## src/rtl/grid_pll_pkg.sv

```systemverilog
package grid_pll_pkg;
  // Strobes from the control to the datapath
  typedef struct packed {
    logic step;   // accept the current sample and advance the loop
  } pllCtrl_t;
endpackage

```

## src/rtl/grid_pll_delay.sv

```systemverilog
module grid_pll_delay #(
  parameter int DATA_W = 16,
  parameter int DEPTH  = 39
) (
  input  logic                     clk,
  input  logic                     rst,
  input  logic                     shift,
  input  logic signed [DATA_W-1:0] din,
  output logic signed [DATA_W-1:0] dout
);
  localparam int PTR_W = $clog2(DEPTH);

  logic signed [DATA_W-1:0] mem [DEPTH];
  logic [PTR_W-1:0] wrPtr;

  // Oldest entry sits where the next write lands
  assign dout = mem[wrPtr];

  always_ff @(posedge clk) begin
    if (rst) begin
      wrPtr <= '0;
      for (int i = 0; i < DEPTH; i++) mem[i] <= '0;
    end else if (shift) begin
      mem[wrPtr] <= din;
      wrPtr <= (wrPtr == PTR_W'(DEPTH - 1)) ? '0 : wrPtr + 1'b1;
    end
  end
endmodule

```

## src/rtl/grid_pll_trig.sv

```systemverilog
module grid_pll_trig #(
  parameter int CYCLE_LEN = 156,
  parameter int TRIG_W    = 16,
  parameter int IDX_W     = 8
) (
  input  logic [IDX_W-1:0]         idx,
  output logic signed [TRIG_W-1:0] cosVal,
  output logic signed [TRIG_W-1:0] sinVal
);
  function automatic logic signed [TRIG_W-1:0] tableEntry(int k, bit useSin);
    real ang, v, scaled;
    ang    = 2.0 * 3.14159265358979 * real'(k) / real'(CYCLE_LEN);
    v      = useSin ? $sin(ang) : $cos(ang);
    scaled = v * real'(1 << (TRIG_W - 2));
    return TRIG_W'($rtoi(scaled + ((scaled >= 0.0) ? 0.5 : -0.5)));
  endfunction

  logic signed [TRIG_W-1:0] cosTab [CYCLE_LEN];
  logic signed [TRIG_W-1:0] sinTab [CYCLE_LEN];

  for (genvar k = 0; k < CYCLE_LEN; k++) begin : g_tab
    assign cosTab[k] = tableEntry(k, 1'b0);
    assign sinTab[k] = tableEntry(k, 1'b1);
  end

  assign cosVal = cosTab[idx];
  assign sinVal = sinTab[idx];
endmodule

```

## src/rtl/grid_pll_datapath.sv

```systemverilog
module grid_pll_datapath
  import grid_pll_pkg::*;
#(
  parameter int DATA_W    = 16,
  parameter int CYCLE_LEN = 156,
  parameter int TRIG_W    = 16,
  parameter int FRAC_W    = 16,
  parameter int KP_SHL    = 2,
  parameter int KI_SHR    = 4,
  parameter int LOCK_THR  = 768,
  parameter int IDX_W     = $clog2(CYCLE_LEN),
  parameter int DQ_W      = DATA_W + 2
) (
  input  logic                     clk,
  input  logic                     rst,
  input  pllCtrl_t                 ctrl,
  input  logic signed [DATA_W-1:0] sampleIn,
  output logic [IDX_W-1:0]         angleIdx,
  output logic signed [TRIG_W-1:0] cosOut,
  output logic signed [TRIG_W-1:0] sinOut,
  output logic signed [DQ_W-1:0]   ampOut,
  output logic                     qSmall
);
  localparam int QUARTER   = CYCLE_LEN / 4;
  localparam int ACC_W     = IDX_W + FRAC_W;
  localparam int MUL_W     = DATA_W + TRIG_W + 1;
  localparam int PI_W      = 32;
  localparam int TRIG_FRAC = TRIG_W - 2;
  localparam logic [ACC_W:0] MODULUS = (ACC_W + 1)'(CYCLE_LEN) << FRAC_W;
  localparam logic [ACC_W:0] NOMINAL = (ACC_W + 1)'(1) << FRAC_W;
  localparam logic signed [PI_W-1:0] LIMIT   = PI_W'(1 << (FRAC_W - 1));
  localparam logic signed [DQ_W-1:0] THR     = DQ_W'(LOCK_THR);

  logic [ACC_W-1:0]          phaseAcc;
  logic signed [PI_W-1:0]    integ;
  logic signed [DQ_W-1:0]    ampReg;
  logic signed [DATA_W-1:0]  beta;
  logic signed [TRIG_W-1:0]  cosVal, sinVal;
  logic signed [MUL_W-1:0]   dMul, qMul;
  logic signed [DQ_W-1:0]    dVal, qVal;
  logic signed [PI_W-1:0]    qExt, integNext, propTerm, piOut, incrS;
  logic [ACC_W:0]            phaseSum;
  logic [ACC_W-1:0]          phaseNext;

  function automatic logic signed [PI_W-1:0] clampPi(input logic signed [PI_W-1:0] v);
    if (v > LIMIT)  return LIMIT;
    if (v < -LIMIT) return -LIMIT;
    return v;
  endfunction

  grid_pll_delay #(.DATA_W(DATA_W), .DEPTH(QUARTER)) u_delay (
    .clk(clk), .rst(rst), .shift(ctrl.step), .din(sampleIn), .dout(beta)
  );

  grid_pll_trig #(.CYCLE_LEN(CYCLE_LEN), .TRIG_W(TRIG_W), .IDX_W(IDX_W)) u_trig (
    .idx(angleIdx), .cosVal(cosVal), .sinVal(sinVal)
  );

  assign angleIdx = phaseAcc[ACC_W-1:FRAC_W];

  // Rotation into the frame of the current estimate
  always_comb begin
    dMul = MUL_W'(sampleIn) * MUL_W'(cosVal) + MUL_W'(beta) * MUL_W'(sinVal);
    qMul = MUL_W'(beta) * MUL_W'(cosVal) - MUL_W'(sampleIn) * MUL_W'(sinVal);
    dVal = DQ_W'(dMul >>> TRIG_FRAC);
    qVal = DQ_W'(qMul >>> TRIG_FRAC);
    qSmall = (qVal < THR) && (qVal > -THR);
  end

  // PI regulator trimming the accumulator step
  always_comb begin
    qExt      = PI_W'(qVal);
    integNext = clampPi(integ + (qExt >>> KI_SHR));
    propTerm  = qExt <<< KP_SHL;
    piOut     = clampPi(propTerm + integNext);
    incrS     = $signed(PI_W'(NOMINAL)) + piOut;
    phaseSum  = {1'b0, phaseAcc} + (ACC_W + 1)'(incrS);
    phaseNext = (phaseSum >= MODULUS) ? ACC_W'(phaseSum - MODULUS) : ACC_W'(phaseSum);
  end

  always_ff @(posedge clk) begin
    if (rst) begin
      phaseAcc <= '0;
      integ    <= '0;
      ampReg   <= '0;
    end else if (ctrl.step) begin
      phaseAcc <= phaseNext;
      integ    <= integNext;
      ampReg   <= dVal;
    end
  end

  assign ampOut = ampReg;
  assign cosOut = cosVal;
  assign sinOut = sinVal;
endmodule

```

## src/rtl/grid_pll_ctrl.sv

```systemverilog
module grid_pll_ctrl
  import grid_pll_pkg::*;
#(
  parameter int CYCLE_LEN = 156
) (
  input  logic     clk,
  input  logic     rst,
  input  logic     sampleValid,
  input  logic     qSmall,
  output pllCtrl_t ctrl,
  output logic     locked
);
  localparam int CNT_W = $clog2(CYCLE_LEN + 1);
  localparam logic [CNT_W-1:0] FULL = CNT_W'(CYCLE_LEN);

  logic [CNT_W-1:0] quietCnt;

  assign ctrl.step = sampleValid;

  // Consecutive strobes with a small quadrature error, saturating at one cycle
  always_ff @(posedge clk) begin
    if (rst) begin
      quietCnt <= '0;
    end else if (sampleValid) begin
      if (!qSmall)               quietCnt <= '0;
      else if (quietCnt != FULL) quietCnt <= quietCnt + 1'b1;
    end
  end

  assign locked = (quietCnt == FULL);
endmodule

```

## src/rtl/grid_angle_pll.sv

```systemverilog
module grid_angle_pll
  import grid_pll_pkg::*;
#(
  parameter int DATA_W    = 16,
  parameter int CYCLE_LEN = 156,
  parameter int TRIG_W    = 16,
  parameter int FRAC_W    = 16,
  parameter int KP_SHL    = 2,
  parameter int KI_SHR    = 4,
  parameter int LOCK_THR  = 768,
  parameter int IDX_W     = $clog2(CYCLE_LEN),
  parameter int DQ_W      = DATA_W + 2
) (
  input  logic                     clk,
  input  logic                     rst,
  input  logic                     sampleValid,
  input  logic signed [DATA_W-1:0] sampleIn,
  output logic [IDX_W-1:0]         angleIdx,
  output logic signed [TRIG_W-1:0] cosOut,
  output logic signed [TRIG_W-1:0] sinOut,
  output logic signed [DQ_W-1:0]   ampOut,
  output logic                     locked
);
  pllCtrl_t ctrl;
  logic qSmall;

  grid_pll_ctrl #(.CYCLE_LEN(CYCLE_LEN)) u_ctrl (
    .clk(clk), .rst(rst), .sampleValid(sampleValid), .qSmall(qSmall),
    .ctrl(ctrl), .locked(locked)
  );

  grid_pll_datapath #(
    .DATA_W(DATA_W), .CYCLE_LEN(CYCLE_LEN), .TRIG_W(TRIG_W), .FRAC_W(FRAC_W),
    .KP_SHL(KP_SHL), .KI_SHR(KI_SHR), .LOCK_THR(LOCK_THR), .IDX_W(IDX_W), .DQ_W(DQ_W)
  ) u_dp (
    .clk(clk), .rst(rst), .ctrl(ctrl), .sampleIn(sampleIn),
    .angleIdx(angleIdx), .cosOut(cosOut), .sinOut(sinOut), .ampOut(ampOut),
    .qSmall(qSmall)
  );
endmodule

```

## config.mk

```make
export PLATFORM = sky130hd
export DESIGN_NAME = grid_angle_pll
export DESIGN_NICKNAME = d
export VERILOG_FILES = /design/src/rtl/grid_pll_pkg.sv /design/src/rtl/grid_pll_delay.sv /design/src/rtl/grid_pll_trig.sv /design/src/rtl/grid_pll_datapath.sv /design/src/rtl/grid_pll_ctrl.sv /design/src/rtl/grid_angle_pll.sv
export SDC_FILE = /design/constraint.sdc
export NUM_CORES = 2
export LEC_CHECK = 0
export ABC_CLOCK_PERIOD_IN_PS = 42900
export BUFFER_PORTS_ARGS = -buffer_cell sky130_fd_sc_hd__buf_4
export CELL_PAD_IN_SITES_DETAIL_PLACEMENT = 1
export CELL_PAD_IN_SITES_GLOBAL_PLACEMENT = 2
export CORE_MARGIN = 1
export CORE_UTILIZATION = 49
export DETAILED_ROUTE_END_ITERATION = 10
export GPL_TIMING_DRIVEN = 0
export PLACE_DENSITY_LB_ADDON = 0.1
export SYNTH_ARGS = -nofsm -noshare
export SYNTH_HDL_FRONTEND = slang
export SYNTH_SLANG_ARGS = --single-unit
```

## constraint.sdc

```tcl
create_clock -name clk -period 42.9 [get_ports clk]
set_input_delay 12.87 -clock clk [delete_from_list [all_inputs] [get_ports clk]]
set_output_delay 12.87 -clock clk [all_outputs]
set_load 0.05 [all_outputs]
```

==> impl_metrics.toml <==
[clocking]
cts-resized-gates = 0
clkTransAtPathRegs_ns = 0.06
clock_sinks = 1118
post_cts_buffers = 0
cts_root_buffer = "clkbuf_16"
cts_buffers = 108
postCtsHoldBufs = 0
cts_tree = "done"
ctsLongestPathBuffers = 3
clock_latency_ns = 0.83
cts_max_level = 3

[status]
status = "complete, but fails checks"
violations = "max-capacitance violations, max-slew violations"

[route]
drc = 0
drt-total-wl_mm = 442.6
ant_nets = 0
vias_per_cell = 6.474
dr.pass1.iters = 6
drtIter0Drc = 10050
wl_per_cell_um = 37.30
via_count = 76830

[global_routing]
grt_first_pass_wirelength_mm = 619.3
grt_pass1_vias = 81440
grt_max_degree = 27
grtUsageTotal = 0.4418
grt_antenna_before_repair = 39
gr-total-overflow = 0

[timing]
tightestPinTransition_ns = 1.627
tns_ns = 0
fmax_mhz = 27.24
drv_slew = 140
finClkSkew_ns = 0.09682
period_share = 0.8557
setup_violations = 0
slew_headroom = -0.08490
rsz0062_at_grt = "no"
hold_viol = 0
period_needed_ns = 36.71

[final_layout]
register_area_um2 = 32630
final_nets = 10720
fillers = 21020
final_cell_mix = "inv_1 (1342), fa_1 (1150), edfxtp_1 (1024)"
layout_commonest_cell = "inv_1"
drive_gt1_frac = 0.09494
syn_to_final_growth_pct = 9.494
multi_input_area_um2 = 58060

[synthesis]
postSynth.asyncResetShare = 0
syn-mean-instance-area_um2 = 11.06
synth-seq-area-share = 0.3339
ys_top_cells_by_area = "edfxtp_1 (31%), fa_1 (24%), mux4_2 (7.5%)"
synth-main-ff-cell = "edfxtp_1"
syn_nets = 10440
synthSimpleGateAreaFrac = 0.1346
yosys.area_share.xor_xnor = 0.01346
synth_top_area_frac = 0.3146
synth_cell_types = 100
netlist_instances = 8839
synth_mux_area_frac = 0.08423
synth_edf_count = 1024
synth_top_area_cell = "edfxtp_1"
synth-compound-area-share = 0.06751
syn_area_um2 = 97730
yosys_warnings = 0
synth_seq_cells = 1118
synth_top_family_by_area = "adder cells"
yosys.area_share.adder = 0.2910

[run]
drv_cap = 17

[placement]
portBuffers = 77
routabilityCongestion = 1.038
hpwlAfterDp_mm = 335.2

[die]
io_pins = 78
rows = 163
die_height_um = 448.6
core_um2 = 197800
die-area_um2 = 201200
die-width_um = 448.6
initial_core_util = 0.4940

[worst_setup_path]
critPathSlowestCell = "inv_1"
path_class = "input pin to register"
crit_top_cell = "fa_1"
cp_max_fo = 26
rrSetupSlack_ns = 12.10
critPathCaptureType = "register"
required_ns = 43.56
worstSetupStartpointType = "input pin"
critPathMaxStageDelay_ns = 0.83
cp.arrival_ns = 37.37
r2r_cells = 88

[worst_hold_path]
worstHoldPathType = "register to register"
hold_depth = 2
-- path summary, 6_finish.rpt --
path,start,to
max,sampleIn[15],u_dp.phaseAcc[20]
min,u_dp.integ[10],u_dp.integ[10]
max reg2reg,u_dp.phaseAcc[18],u_dp.phaseAcc[20]
min reg2reg,u_dp.integ[10],u_dp.integ[10]
-- Yosys cell counts (12+ instances only) --
master / instances
mux4_2: 325
o311ai_0: 21
fa_1: 1150
clkbuf_1: 466
nor2b_1: 48
o21a_1: 52
xor2_1: 42
a21oi_1: 235
a21o_1: 60
nand3_1: 58
a221oi_1: 14
a31oi_1: 42
a2111oi_0: 12
nand2b_1: 60
and3_1: 24
nor3_1: 133
o21bai_1: 12
inv_1: 1342
nor4_1: 16
dfxtp_1: 94
and2_1: 868
o21ai_1: 15
xnor2_1: 105
o211ai_1: 46
mux2_2: 16
edfxtp_1: 1024
a211oi_1: 64
buf_1: 97
o21ai_0: 188
a21boi_0: 12
or3_1: 21
o31ai_1: 28
nand2_1: 790
mux2i_1: 72
or2_2: 24
ha_1: 433
a311oi_1: 20
nand4_1: 28
nor2_1: 528
o22ai_1: 16
-- final cells by class --
type | count | share of cell area
Tap cell | 2640 | 0.03087
Timing Repair Buffer | 165 | 0.01860
Buffer | 587 | 0.02161
Inverter | 1354 | 0.04754
Clock buffer | 127 | 0.02592
Clock inverter | 75 | 0.007530
Antenna cell | 21 | 0.0004911
Sequential cell | 1118 | 0.3049
Multi-Input combinational cell | 5780 | 0.5425
-- critical path, delay by kind of cell --
| family | cells | cell delay (ns) |
|---|---|---|
| AOI/OAI and AO/OA | 28 | 8.90 |
| adders and majority gates | 17 | 6.67 |
| buffers and inverters | 16 | 4.39 |
| and+or+nand+nor | 14 | 3.41 |
| xor gates and xnor gates | 3 | 0.74 |
| muxes | 1 | 0.32 |
-- routing by layer --
layer	vias to the layer above	share of wire	wire (um)	track usage
li1	29900	-	-	-
met5	-	0.00098	433	0.008049
met4	28	0.079	34810	0.2845
met3	1393	0.13	55830	0.1378
met1	39800	0.35	157000	0.5526
met2	5718	0.44	194500	0.6637
-- cell families (layout without fill, tap and decap cells) --
| kind of cell | after synthesis | in the layout |
|---|---|---|
| compound gates | 985 | 985 |
| xor+xnor | 148 | 148 |
| fa+ha+maj | 1583 | 1583 |
| buf+inv | 1941 | 2308 |
| flops | 1118 | 1118 |
| mux | 414 | 414 |
| other cells | 0 | 21 |
| simple gates | 2650 | 2650 |
-- stage by stage --
stage | instance area, um2 | setup WS, ns | utilization | cells | hold WS [ns]
after CTS | 106900 | 6.526 | 0.5404 | 11840 | 0.4812
after global placement | 101600 | 4.804 | 0.5137 | 11560 | 0.4687
after detailed placement | 103300 | 5.854 | 0.5223 | 11640 | 0.4713
after floorplan | 97730 | 11.09 | - | 8839 | 0.4497
final | 107000 | 6.192 | 0.5409 | 11870 | 0.4832
after global routing | 107000 | 4.689 | 0.5407 | 11850 | 0.5102
-- state kept, by name, indices dropped and copies added, names as in the netlist, named ones only --
name	flops
u_dp.ampOut	18
u_dp.phaseAcc	24
u_dp.u_delay.wrPtr	6
u_dp.integ	32
u_ctrl.quietCnt	8
u_dp.u_delay.mem	1024
Power is not shown: default switching activity piles up to over one toggle a cycle in this logic, so the estimate is an artifact.
